**src/rtl/mul_csa_pkg.sv**
```systemverilog
package mul_csa_pkg;

  // rows left after one layer of 3:2 compressors
  function automatic int rows_next(input int n);
    return 2 * (n / 3) + (n % 3);
  endfunction

  function automatic int rows_at(input int n, input int layer);
    int r;
    r = n;
    for (int i = 0; i < layer; i++) r = rows_next(r);
    return r;
  endfunction

  function automatic int tree_layers(input int n);
    int r;
    int c;
    r = n;
    c = 0;
    while (r > 2) begin
      r = rows_next(r);
      c++;
    end
    return c;
  endfunction

endpackage

```
**src/rtl/mul_pp_gen.sv**
```systemverilog
module mul_pp_gen #(
  parameter int W  = 16,
  parameter int PW = 2 * W
) (
  input  logic                   clk_i,
  input  logic                   rst_ni,
  input  logic [W-1:0]           a_i,
  input  logic [W-1:0]           b_i,
  output logic [W-1:0][PW-1:0]   rows_o
);

  always_ff @(posedge clk_i or negedge rst_ni) begin
    if (!rst_ni) begin
      rows_o <= '0;
    end else begin
      for (int i = 0; i < W; i++)
        rows_o[i] <= b_i[i] ? (PW'(a_i) << i) : '0;
    end
  end

endmodule

```
**src/rtl/mul_csa_layer.sv**
```systemverilog
module mul_csa_layer #(
  parameter int PW       = 32,
  parameter int IN_ROWS  = 16,
  parameter int OUT_ROWS = 2 * (IN_ROWS / 3) + (IN_ROWS % 3)
) (
  input  logic                         clk_i,
  input  logic                         rst_ni,
  input  logic [IN_ROWS-1:0][PW-1:0]   rows_i,
  output logic [OUT_ROWS-1:0][PW-1:0]  rows_o
);

  localparam int NG   = IN_ROWS / 3;
  localparam int LEFT = IN_ROWS % 3;

  logic [OUT_ROWS-1:0][PW-1:0] nxt;

  always_comb begin
    nxt = '0;
    for (int g = 0; g < NG; g++) begin
      nxt[2*g]   = rows_i[3*g] ^ rows_i[3*g+1] ^ rows_i[3*g+2];
      // carry lands one column up; top carry is beyond the product width
      nxt[2*g+1] = ((rows_i[3*g] & rows_i[3*g+1]) |
                    (rows_i[3*g] & rows_i[3*g+2]) |
                    (rows_i[3*g+1] & rows_i[3*g+2])) << 1;
    end
    for (int k = 0; k < LEFT; k++)
      nxt[2*NG+k] = rows_i[3*NG+k];
  end

  always_ff @(posedge clk_i or negedge rst_ni) begin
    if (!rst_ni) rows_o <= '0;
    else         rows_o <= nxt;
  end

endmodule

```
**src/rtl/mul_cla_pipe.sv**
```systemverilog
module mul_cla_pipe #(
  parameter int PW  = 32,
  parameter int BLK = 4
) (
  input  logic          clk_i,
  input  logic          rst_ni,
  input  logic [PW-1:0] x_i,
  input  logic [PW-1:0] y_i,
  output logic [PW-1:0] sum_o
);

  localparam int NB = PW / BLK;
  localparam int LV = $clog2(NB);

  logic [PW-1:0] bp [LV+1];
  logic [PW-1:0] bg [LV+1];
  logic [NB-1:0] kg [LV+1];
  logic [NB-1:0] kp [LV];

  logic [PW-1:0] p0, g0;
  logic [NB-1:0] blk_g, blk_p;

  assign p0 = x_i ^ y_i;
  assign g0 = x_i & y_i;

  always_comb begin
    for (int k = 0; k < NB; k++) begin
      logic ga;
      logic pa;
      ga = 1'b0;
      pa = 1'b1;
      for (int j = 0; j < BLK; j++) begin
        ga = g0[k*BLK+j] | (p0[k*BLK+j] & ga);
        pa = pa & p0[k*BLK+j];
      end
      blk_g[k] = ga;
      blk_p[k] = pa;
    end
  end

  always_ff @(posedge clk_i or negedge rst_ni) begin
    if (!rst_ni) begin
      bp[0] <= '0;
      bg[0] <= '0;
      kg[0] <= '0;
      kp[0] <= '0;
    end else begin
      bp[0] <= p0;
      bg[0] <= g0;
      kg[0] <= blk_g;
      kp[0] <= blk_p;
    end
  end

  // block-level parallel prefix, one registered level per stage
  for (genvar l = 0; l < LV; l++) begin : g_lvl
    localparam int D = 1 << l;
    logic [NB-1:0] ng, np;

    for (genvar k = 0; k < NB; k++) begin : g_blk
      if (k >= D) begin : g_merge
        assign ng[k] = kg[l][k] | (kp[l][k] & kg[l][k-D]);
        assign np[k] = kp[l][k] & kp[l][k-D];
      end else begin : g_pass
        assign ng[k] = kg[l][k];
        assign np[k] = kp[l][k];
      end
    end

    always_ff @(posedge clk_i or negedge rst_ni) begin
      if (!rst_ni) begin
        bp[l+1] <= '0;
        bg[l+1] <= '0;
        kg[l+1] <= '0;
      end else begin
        bp[l+1] <= bp[l];
        bg[l+1] <= bg[l];
        kg[l+1] <= ng;
      end
    end

    if (l + 1 < LV) begin : g_keep_p
      always_ff @(posedge clk_i or negedge rst_ni) begin
        if (!rst_ni) kp[l+1] <= '0;
        else         kp[l+1] <= np;
      end
    end else begin : g_drop_p
      logic [NB-1:0] unused_np;
      assign unused_np = np;
    end
  end

  logic unused_cout;
  assign unused_cout = kg[LV][NB-1];

  logic [PW-1:0] sum_d;

  for (genvar k = 0; k < NB; k++) begin : g_sum
    logic           cin;
    logic [BLK-1:0] s;
    if (k == 0) begin : g_c0
      assign cin = 1'b0;
    end else begin : g_cn
      assign cin = kg[LV][k-1];
    end
    always_comb begin
      logic c;
      c = cin;
      for (int j = 0; j < BLK; j++) begin
        s[j] = bp[LV][k*BLK+j] ^ c;
        c    = bg[LV][k*BLK+j] | (bp[LV][k*BLK+j] & c);
      end
    end
    assign sum_d[k*BLK +: BLK] = s;
  end

  always_ff @(posedge clk_i or negedge rst_ni) begin
    if (!rst_ni) sum_o <= '0;
    else         sum_o <= sum_d;
  end

endmodule

```
**src/rtl/mul_csa_tree.sv**
```systemverilog
module mul_csa_tree
  import mul_csa_pkg::*;
#(
  parameter int W   = 16,
  parameter int BLK = 4
) (
  input  logic             clk_i,
  input  logic             rst_ni,
  input  logic             in_valid_i,
  input  logic [W-1:0]     a_i,
  input  logic [W-1:0]     b_i,
  output logic             out_valid_o,
  output logic [2*W-1:0]   prod_o
);

  localparam int PW  = 2 * W;
  localparam int NL  = tree_layers(W);
  localparam int LV  = $clog2(PW / BLK);
  localparam int LAT = 1 + NL + LV + 2;

  // lvl[l] holds the registered rows entering layer l; unused rows are zero
  logic [NL:0][W-1:0][PW-1:0] lvl;

  mul_pp_gen #(.W(W), .PW(PW)) u_pp (
    .clk_i  (clk_i),
    .rst_ni (rst_ni),
    .a_i    (a_i),
    .b_i    (b_i),
    .rows_o (lvl[0])
  );

  for (genvar l = 0; l < NL; l++) begin : g_layer
    localparam int RI = rows_at(W, l);
    localparam int RO = rows_next(RI);

    mul_csa_layer #(.PW(PW), .IN_ROWS(RI), .OUT_ROWS(RO)) u_csa (
      .clk_i  (clk_i),
      .rst_ni (rst_ni),
      .rows_i (lvl[l][RI-1:0]),
      .rows_o (lvl[l+1][RO-1:0])
    );
    assign lvl[l+1][W-1:RO] = '0;
  end

  mul_cla_pipe #(.PW(PW), .BLK(BLK)) u_add (
    .clk_i  (clk_i),
    .rst_ni (rst_ni),
    .x_i    (lvl[NL][0]),
    .y_i    (lvl[NL][1]),
    .sum_o  (prod_o)
  );

  logic [LAT-1:0] vpipe;

  always_ff @(posedge clk_i or negedge rst_ni) begin
    if (!rst_ni) vpipe <= '0;
    else         vpipe <= {vpipe[LAT-2:0], in_valid_i};
  end

  assign out_valid_o = vpipe[LAT-1];

endmodule

```
**config.mk**
```make
export PLATFORM = sky130hd
export DESIGN_NAME = mul_csa_tree
export DESIGN_NICKNAME = d
export VERILOG_FILES = /design/src/rtl/mul_csa_pkg.sv /design/src/rtl/mul_pp_gen.sv /design/src/rtl/mul_csa_layer.sv /design/src/rtl/mul_cla_pipe.sv /design/src/rtl/mul_csa_tree.sv
export SDC_FILE = /design/constraint.sdc
export NUM_CORES = 1
export LEC_CHECK = 0
export ABC_AREA = 1
export BUFFER_PORTS_ARGS = -buffer_cell sky130_fd_sc_hd__buf_2
export CAP_MARGIN = 20
export CORE_ASPECT_RATIO = 0.75
export CORE_MARGIN = 2
export CORE_UTILIZATION = 60
export CTS_CLUSTER_SIZE = 20
export DETAILED_ROUTE_END_ITERATION = 12
export PLACE_DENSITY = 0.8
export SLEW_MARGIN = 30
export SYNTH_ARGS = -nofsm -noshare
export SYNTH_HDL_FRONTEND = slang
export SYNTH_HIERARCHICAL = 1
export SYNTH_SLANG_ARGS = --single-unit
```
**constraint.sdc**
```tcl
create_clock -name clk_i -period 1.9 [get_ports clk_i]
set_input_delay 0.38 -clock clk_i [delete_from_list [all_inputs] [get_ports clk_i]]
set_output_delay 0.38 -clock clk_i [all_outputs]
set_load 0.05 [all_outputs]
```
==> flow_metrics.tcl, run 1 <==
set metrics [dict create \
    status "complete, no violations" \
    period_needed_ns 1.83 \
    area_delta_synth_final_pct 9.87 \
    cp-end-kind "register" \
    clk_pin_slew_ns 0.07 \
    grt_overflow 0 \
    routed_wl_um 102000 \
    relSlewSlack 0.607 \
    num_io_pins 68 \
    place_congestion 0.744 \
    synth_area_um2 56200 \
    numCtsBuffers 143 \
    cp.required_ns 2.53 \
    grt_pass1_wl_um 162000 \
    fin_nets 3959 \
    core_um2 93100 \
    crit_type "register to register" \
    synth_cells 3223 \
    fin_skew_ns 0.0338 \
    synthAdderAreaFrac 0.167 \
    synth_flop_cell "dfrtp_1" \
    maxCapViolCount 0 \
    synth-seq-cells 1640 \
    clock_path_buffers 3 \
    cp.arrival_ns 2.46 \
    wire_per_inst_um 21.2 \
    dp_slack_ns 0.0451 \
    synth_compound_area_frac 0.00280 \
    whs_ns 0.0635 \
    p_leak_nw 31.5 \
    htree_levels 4 \
    setup_viol 0 \
    synth-xor-area-share 0.00140 \
    fin_crit_sh 0.962 \
    r2r_start "u_add/g_sum[1].cin" \
    irDropWorstVdd_mv 0.893 \
    portBuffers 67 \
    ys_seq_area_frac 0.730 \
    row_count 97 \
    via_count 22800 \
    yosysTopAreaCell "dfrtp_1" \
    reg2reg_to "u_add/sum_o[7]" \
    die_area_um2 96200 \
    route.antenna.remaining_nets 0 \
    hp-start "b_i[7]" \
    tightest_slew_ns 0.590 \
    clk_latency_ns 0.74 \
    synthTopCellsByCount "dfrtp_1 (1640), fa_1 (434), nand2_1 (350)" \
    synth_cell_types 22 \
    drive_above_1_share 0.111 \
    cts_post_setup_buffers_inserted 0 \
    fin_ws_ns 0.0720 \
    synth_top_area_frac 0.730 \
    synth-async-reset-ratio 1.00 \
    hold_violations 0 \
    track_usage 0.231 \
    antenna_found_initial 11 \
    drc 0 \
    p_per_area_nw_per_um2 1460 \
    cts_num_sinks 1640 \
    drt_iter0_markers 1894 \
    cts_tree "yes" \
    dpl.hpwl_um 60000 \
    crit_path_start_kind "register" \
    synth_top_family_by_area "adder cells" \
    yosysMostFrequentCell "dfrtp_1" \
    regToRegSetupSlack_ns 0.07 \
    avgSynthCellArea_um2 17.4 \
    worstPathMaxFanout 1 \
    fp.dieW_um 357 \
    muxShareOfSynthArea 0 \
    initial_core_util 0.604 \
    synth-simple-area-share 0.0286 \
    finalSetupTns_ns 0 \
    slew_violations 0 \
    endpoint "u_add/sum_o[7]" \
    root_buffer "clkbuf_16" \
    crit_start "u_add/g_sum[1].cin" \
    fmax_mhz 547 \
    n_fill_cell 5497 \
    vias_per_cell 4.77 \
    die_y_um 269 \
    ys_warn_count 6 \
    grt_max_degree 121 \
    grt_pass1_vias 27300 \
    min_path_type "primary input to register" \
    synth-edff-count 0 \
    first_pass_iters 5 \
    r2r_cells 7 \
    synth_area_leaders "dfrtp_1 (73%), fa_1 (15%), buf_4 (3.7%)" \
]
-- cells by family after synthesis --
kind of cell             after synthesis
AO/OA/AOI/OAI                         27
XOR/XNOR                               9
adder cells (fa/ha/maj)              488
buffers and inverters                648
flip-flops                          1640
other                                  7
AND/OR/NAND/NOR                      404
-- sequential cells by signal (all words and copies together), names as in the netlist --
register / cells
u_add/g_sum.cin: 7
u_add/g_lvl.ng: 7
u_add/kg: 14
u_pp/rows_o: 256
u_add/bp: 128
u_add/kp: 14
u_add/bg: 96
u_add/sum_o: 32
vpipe: 12
g_layer.u_csa/rows_o: 1074
-- through the flow --
step,cell area (um2),total power [W],cells,utilization
6_report,61800,0.0905,4785,0.664
3_5_place_dp,57200,0.0615,4526,0.614
5_1_grt,61800,0.0954,4785,0.664
3_3_place_gp,57200,0.0596,4526,0.614
4_1_cts,61700,0.0914,4781,0.663
2_1_floorplan,57200,0.0549,3486,-
-- cells in the final DEF, fill, tap and decap left out --
master            n
dfrtp_1        1640
fa_1            434
nand2_1         350
inv_1           303
conb_1          270
clkbuf_16       146
buf_2            66
ha_1             51
buf_4            46
clkbuf_1         39
clkbuf_8         25
buf_12           25
clkinv_2         24
or2_2            15
nand3_1          14
a21oi_1          12
inv_2            11
nand2_2          10
a21o_1            9
nor2_1            9
xnor2_1           8
o21ai_0           6
inv_6             5
clkinv_8          5
diode_2           4
nor2_2            4
bufinv_16         3
ha_2              3
inv_16            2
clkinvlp_4        2
clkinv_4          2
dlygate4sd3_1     2
xor2_1            1
and3b_1           1
nand2_4           1
-- critical path, stage by stage, from the launching register on --
cell	delay, ns
dfrtp_1	0.38
ha_1	0.17
or2_2	0.27
ha_1	0.18
or2_2	0.27
ha_1	0.19
nor2_1	0.13
xnor2_1	0.14
-- worst min-delay path by stage --
stage                                            end  slack, ns  depth (start not counted)
after floorplan           g_layer[0].u_csa/rows_o[0]       0.08                          0
after global routing                u_pp/rows_o[237]       0.04                          3
final                               u_pp/rows_o[246]       0.06                          3
after detailed placement                   vpipe[11]       0.29                          1
after CTS                           u_pp/rows_o[235]       0.01                          3
after global placement                     vpipe[11]       0.29                          1
-- metal layers --
layer | vias to the layer above | share of wire | track usage
met5 | - | 0.0012 | 0.00600
met4 | 10 | 0.020 | 0.0694
met3 | 164 | 0.058 | 0.0601
met2 | 528 | 0.51 | 0.371
met1 | 12600 | 0.41 | 0.317
li1 | 9459 | - | -
-- layout make-up --
| type | count | area [um2] | share of cell area |
|---|---|---|---|
| clock buffer | 210 | 4140 | 0.0671 |
| inverter | 314 | 1180 | 0.0191 |
| clock inverter | 43 | 408 | 0.00660 |
| tap | 1237 | 1550 | 0.0251 |
| timing repair buffer | 139 | 1200 | 0.0194 |
| antenna | 4 | 10.0 | 0.000162 |
| multi-input combinational | 1198 | 12200 | 0.198 |
| sequential | 1640 | 41000 | 0.664 |
-- report_power, final --
part	internal (W)	leakage, nW	switching, W	total [W]
clock	0.0157	2.25	0.0127	0.0283
sequential	0.0442	20.1	0.00495	0.0491
combinational	0.00522	9.20	0.00782	0.0130
total	0.0650	31.5	0.0254	0.0905
-- timing repair --
item / 4_1_cts / 5_1_grt
hold endpoints to repair: 446 / 0
endpoints found under the setup margin: 0 / 5
hold buffers: 2 / 0
gates resized for setup: 0 / 7
Power figures use the tool's default switching activity.
==> run 2, diff against run 1 <==
--- a/config.mk
+++ b/config.mk
@@ -10,10 +10,10 @@
 export CAP_MARGIN = 20
 export CORE_ASPECT_RATIO = 0.75
 export CORE_MARGIN = 2
-export CORE_UTILIZATION = 60
+export CORE_UTILIZATION = 55
 export CTS_CLUSTER_SIZE = 20
 export DETAILED_ROUTE_END_ITERATION = 12
-export PLACE_DENSITY = 0.8
+export PLACE_DENSITY = 0.75
 export SLEW_MARGIN = 30
 export SYNTH_ARGS = -nofsm -noshare
 export SYNTH_HDL_FRONTEND = slang
==> run 2 against run 1 <==
Via count shrank 3.0%; largest power group unchanged; core utilization shrank 4.8 points; register-to-register slack gained 0.02 ns.
==> flow_metrics.tcl, run 2 (synthesis gave the netlist of run 1 again) <==
set metrics [dict create \
    final_common_cell "dfrtp_1" \
    path_buf_inv 0 \
    slew_violations 0 \
    crit_family "simple AND/OR/NAND/NOR gates" \
    antenna_found_initial 11 \
    n_fill_cell 6740 \
    crit_type "register to register" \
    wire_per_inst_um 18.3 \
    period_needed_ns 1.81 \
    relSlewSlack 0.557 \
    root_buffer "clkbuf_16" \
    die_y_um 281 \
    finalSetupTns_ns 0 \
    status "complete, no violations" \
    whs_ns 0.0619 \
    crit_chain "ha_1, or2_2, ha_1, or2_2, ha_1, nor2_1, xnor2_1" \
    maxCapViolCount 0 \
    drt_iter0_markers 1486 \
    cp.arrival_ns 2.47 \
    die_area_um2 105000 \
    largest_register "g_layer.u_csa/rows_o" \
    place_congestion 0.736 \
    row_count 101 \
    setup_viol 0 \
    fmax_mhz 553 \
    fin_util 0.616 \
    tightest_slew_ns 0.665 \
    crit_path_start_kind "register" \
    cts_num_sinks 1640 \
    top_regs "g_layer.u_csa/rows_o x1074, u_pp/rows_o x256, u_add/bp x128" \
    core_um2 101000 \
    numCtsBuffers 146 \
    vias_per_cell 4.52 \
    hold_violations 0 \
    cts_tree "yes" \
    largest_register_ffs 1074 \
    htree_levels 4 \
    dpl.hpwl_um 55000 \
    track_usage 0.187 \
    mostFrequentLayoutCells "dfrtp_1 (1640), fa_1 (434), nand2_1 (350)" \
    drive_above_1_share 0.112 \
    placedCellCount 4619 \
    worstPathMaxFanout 1 \
    grt_pass1_wl_um 146000 \
    slowest_delay_ns 0.36 \
    critPathMostFrequentCell "ha_1" \
    fin_crit_sh 0.951 \
    routed_wl_um 89300 \
    p_per_area_nw_per_um2 1460 \
    drc 0 \
    rsz0062_at_grt "false" \
    fp.dieW_um 373 \
    fin_skew_ns 0.0233 \
    cts_post_setup_buffers_inserted 0 \
    cp-end-kind "register" \
    grt_overflow 0 \
    min_path_type "primary input to register" \
    grt_pass1_vias 25800 \
    clk_latency_ns 0.74 \
    total_power_w 0.0910 \
    initial_core_util 0.555 \
    first_pass_iters 5 \
    p_leak_nw 31.8 \
    route.antenna.remaining_nets 0 \
    crit_slowest_cell "dfrtp_1" \
    clk_pin_slew_ns 0.06 \
    fin_nets 3955 \
    cp.required_ns 2.56 \
    area_delta_synth_final_pct 10.9 \
    irDropWorstVdd_mv 0.823 \
    num_io_pins 68 \
    via_count 22100 \
    clock_path_buffers 3 \
    portBuffers 67 \
    grt_max_degree 92 \
    fin_cells 4890 \
]
-- run 2: cell types whose count changed in the layout (fill, tap and decap cells not counted), sizes merged --
cell / change
dlygate4sd3: +2
clkbuf: +10
diode: -3
buf: -9
clkinv: -7
bufinv: +10
-- run 2: final timing paths --
kind / slack [ns] / startpoint / endpoint / cells past startpoint
min: 0.06 / b_i[7] / u_pp/rows_o[237] / 3
max in group asynchronous: 0.78 / rst_ni / g_layer[2].u_csa/rows_o[116] / 4
min in group asynchronous: 0.10 / rst_ni / vpipe[11] / 2
max reg2reg: 0.09 / u_add/bp[4] / u_add/sum_o[7] / 7
max: 0.09 / u_add/bp[4] / u_add/sum_o[7] / 7
min reg2reg: 0.34 / u_pp/rows_o[509] / g_layer[0].u_csa/rows_o[349] / 0
-- run 2: report_power, final --
part	internal, W	switching [W]	leakage, nW
Combinational	0.00490	0.00724	9.17
Clock	0.0178	0.0125	2.49
Sequential	0.0441	0.00441	20.1
-- run 2: layout make-up --
class | count | area [um2] | share of cell area
Sequential cell | 1640 | 41000 | 0.659
Multi-Input combinational cell | 1198 | 12200 | 0.196
Clock buffer | 220 | 4380 | 0.0702
Tap cell | 1339 | 1680 | 0.0269
Inverter | 314 | 1180 | 0.0189
Timing Repair Buffer | 132 | 1150 | 0.0184
Clock inverter | 46 | 672 | 0.0108
Antenna cell | 1 | 2.50 | 0.0000402
-- run 2: per-layer routing --
layer	global-route usage	share of wire
met2	0.295	0.49
met4	0.0565	0.022
met1	0.266	0.44
met3	0.0413	0.047
met5	0	0.00020
-- run 2: timing repair --
item	CTS	global route
gates resized for setup	0	2
hold buffers	4	0
hold endpoints to repair	553	0
setup endpoints to repair	0	2
-- run 2: worst register-to-register path: stages (launching register included) --
cell and delay (ns):
dfrtp_1 0.36, ha_1 0.19, or2_2 0.28, ha_1 0.18
or2_2 0.28, ha_1 0.19, nor2_1 0.13, xnor2_1 0.12
-- run 2: metrics by stage --
step / setup WS (ns) / instance area, um2
floorplan: 0.168 / 57200
global placement: 0.0896 / 57200
detailed placement: 0.0671 / 57200
global route: 0.00706 / 62300
finish: 0.0933 / 62300
CTS: 0.0232 / 62300
==> run 3, diff against run 2 <==
--- a/config.mk
+++ b/config.mk
@@ -14,7 +14,7 @@
 export CTS_CLUSTER_SIZE = 20
 export DETAILED_ROUTE_END_ITERATION = 12
 export PLACE_DENSITY = 0.75
-export SLEW_MARGIN = 30
+export SLEW_MARGIN = 15
 export SYNTH_ARGS = -nofsm -noshare
 export SYNTH_HDL_FRONTEND = slang
 export SYNTH_HIERARCHICAL = 1
==> constraint.sdc (replaced) <==
create_clock -name clk_i -period 1.9 [get_ports clk_i]
set_input_delay 0.38 -clock clk_i [delete_from_list [all_inputs] [get_ports clk_i]]
set_output_delay 0.38 -clock clk_i [all_outputs]
set_load 0.1 [all_outputs]
==> run 3 against run 2 <==
First-iteration DRC count fell by 6.9%; sequential share of layout area decreased by 0.17 points; non-clock buffer count rose by 22; fmax decreased by 0.94%; clock power is 3% lower; die area did not move; core utilization is 0.16 points higher; largest cell class unchanged; highest routed layer unchanged.
==> flow_metrics.tcl, run 3 (synthesis gave the netlist of run 1 again) <==
set metrics [dict create \
    status "complete, no violations" \
    place_congestion 0.744 \
    r2r_cells 7 \
    track_usage 0.189 \
    r2r_start "u_add/bp[28]" \
    drive_above_1_share 0.115 \
    n_fill_cell 6760 \
    finalSetupTns_ns 0 \
    p_switching_w 0.0257 \
    fp.dieW_um 373 \
    cts_tree "yes" \
    row_count 101 \
    rsz0062_at_grt "false" \
    area_delta_synth_final_pct 11.2 \
    slowest_delay_ns 0.37 \
    reg2reg_to "u_add/sum_o[31]" \
    multi_input_area_um2 12200 \
    fin_ws_ns 0.0761 \
    cp.required_ns 2.57 \
    grt_pass1_wl_um 149000 \
    first_pass_iters 5 \
    p_comb_frac 0.150 \
    setup_viol 0 \
    fin_cells 4913 \
    clock_path_buffers 3 \
    relSlewSlack 0.574 \
    netSwitchingFraction 0.281 \
    die_y_um 281 \
    maxCapViolCount 0 \
    largest_register_ffs 1074 \
    antenna_found_initial 13 \
    numCtsBuffers 147 \
    clk_pin_slew_ns 0.06 \
    core_um2 101000 \
    min_path_type "primary input to register" \
    placedCellCount 4637 \
    drt_iter0_markers 1384 \
    mostFrequentLayoutCells "dfrtp_1 (1640), fa_1 (434), nand2_1 (350)" \
    seq_power_share 0.530 \
    die_area_um2 105000 \
    root_buffer "clkbuf_16" \
    via_count 22300 \
    placed_area_um2 57500 \
    tightest_slew_ns 0.638 \
    final_common_cell "dfrtp_1" \
    p_leak_nw 31.8 \
    hold_violations 0 \
    slew_violations 0 \
    fin_crit_sh 0.960 \
    crit_start "u_add/bp[28]" \
    vias_per_cell 4.53 \
    drc 0 \
    grt_max_degree 70 \
    regToRegSetupSlack_ns 0.08 \
    largest_register "g_layer.u_csa/rows_o" \
    fin_nets 3978 \
    regArea_um2 41000 \
    hp-start "b_i[8]" \
    route.antenna.remaining_nets 0 \
    crit_slowest_cell "dfrtp_1" \
    design_area_um2 62500 \
    initial_core_util 0.555 \
    wire_per_inst_um 18.4 \
    clk_latency_ns 0.76 \
    cts_post_setup_buffers_inserted 0 \
    p_per_area_nw_per_um2 1470 \
    fin_skew_ns 0.0324 \
    routed_wl_um 90400 \
    grt_pass1_vias 26300 \
    grt_overflow 0 \
    cts_num_sinks 1640 \
    irDropWorstVdd_mv 0.865 \
    cp-end-kind "register" \
    critPathMostFrequentCell "ha_1" \
    p_int_w 0.0659 \
    crit_type "register to register" \
    fmax_mhz 548 \
    num_io_pins 68 \
    top_regs "g_layer.u_csa/rows_o x1074, u_pp/rows_o x256, u_add/bp x128" \
    dpl.hpwl_um 54900 \
    dp_slack_ns 0.0801 \
    htree_levels 4 \
    crit_chain "ha_1, or2_2, ha_1, or2_2, ha_1, nor2_1, xnor2_1" \
    crit_path_start_kind "register" \
    clkPwrFrac 0.320 \
    period_needed_ns 1.82 \
    cp.arrival_ns 2.50 \
    worstPathMaxFanout 1 \
    endpoint "u_add/sum_o[31]" \
    portBuffers 67 \
]
-- run 3: changes by cell type in the layout (fill, tap and decap cells not counted), sizes merged --
cell,previous run,this run
dlygate4sd3,4,8
diode,1,3
clkinv,24,23
clkbuf,220,225
clkinvlp,2,3
buf,128,146
bufinv,13,5
inv,321,323
-- run 3: power by group through the flow --
stage               combinational [W]  clock (W)  sequential, W
global placement               0.0125          0         0.0487
CTS                            0.0139     0.0300         0.0489
detailed placement             0.0131          0         0.0492
finish                         0.0138     0.0293         0.0486
global route                   0.0157     0.0316         0.0496
floorplan                     0.00577          0         0.0505
-- run 3: worst min-delay path by stage --
stage / to / depth (start not counted) / slack (ns)
floorplan: g_layer[0].u_csa/rows_o[0] / 0 / 0.08
global placement: vpipe[11] / 1 / 0.30
detailed placement: vpipe[11] / 1 / 0.30
CTS: u_pp/rows_o[508] / 3 / 0.001
global route: u_pp/rows_o[409] / 3 / 0.04
finish: u_pp/rows_o[269] / 3 / 0.05
-- run 3: final cells by class --
type,count,share of cell area
timing repair buffer,154,0.0246
clock buffer,225,0.0698
tap,1339,0.0268
multi-input combinational,1198,0.196
sequential,1640,0.657
inverter,314,0.0189
antenna,3,0.000120
clock inverter,40,0.00727
-- run 3: metal layers --
layer | up-vias | track usage | part of all wire
met1 | 12200 | 0.264 | 0.43
met3 | 183 | 0.0447 | 0.052
li1 | 9501 | - | -
met5 | - | 0 | 0.00050
met2 | 409 | 0.297 | 0.49
met4 | 6 | 0.0681 | 0.025
-- run 3: metrics by stage --
stage | util | hold WS (ns) | total power, W
final | 0.617 | 0.0485 | 0.0917
after global routing | 0.617 | 0.0355 | 0.0970
after CTS | 0.617 | 0.00100 | 0.0929
after detailed placement | 0.568 | 0.301 | 0.0623
after global placement | 0.568 | 0.296 | 0.0613
after floorplan | - | 0.0844 | 0.0563
-- run 3: repair_timing --
item                                   CTS  global route
setup endpoints to repair               33             3
hold buffers                             8             0
gates resized for setup                 35             2
gates cloned                             0             0
endpoints found under the hold margin  456             0
pin swaps                                0             3
-- run 3: worst max-delay path, delay by kind of cell (launching register included) --
kind / cells / cell delay [ns]
adders and majority gates: 3 / 0.54
DFF: 1 / 0.37
xor gates and xnor gates: 1 / 0.12
and+or+nand+nor: 3 / 0.72
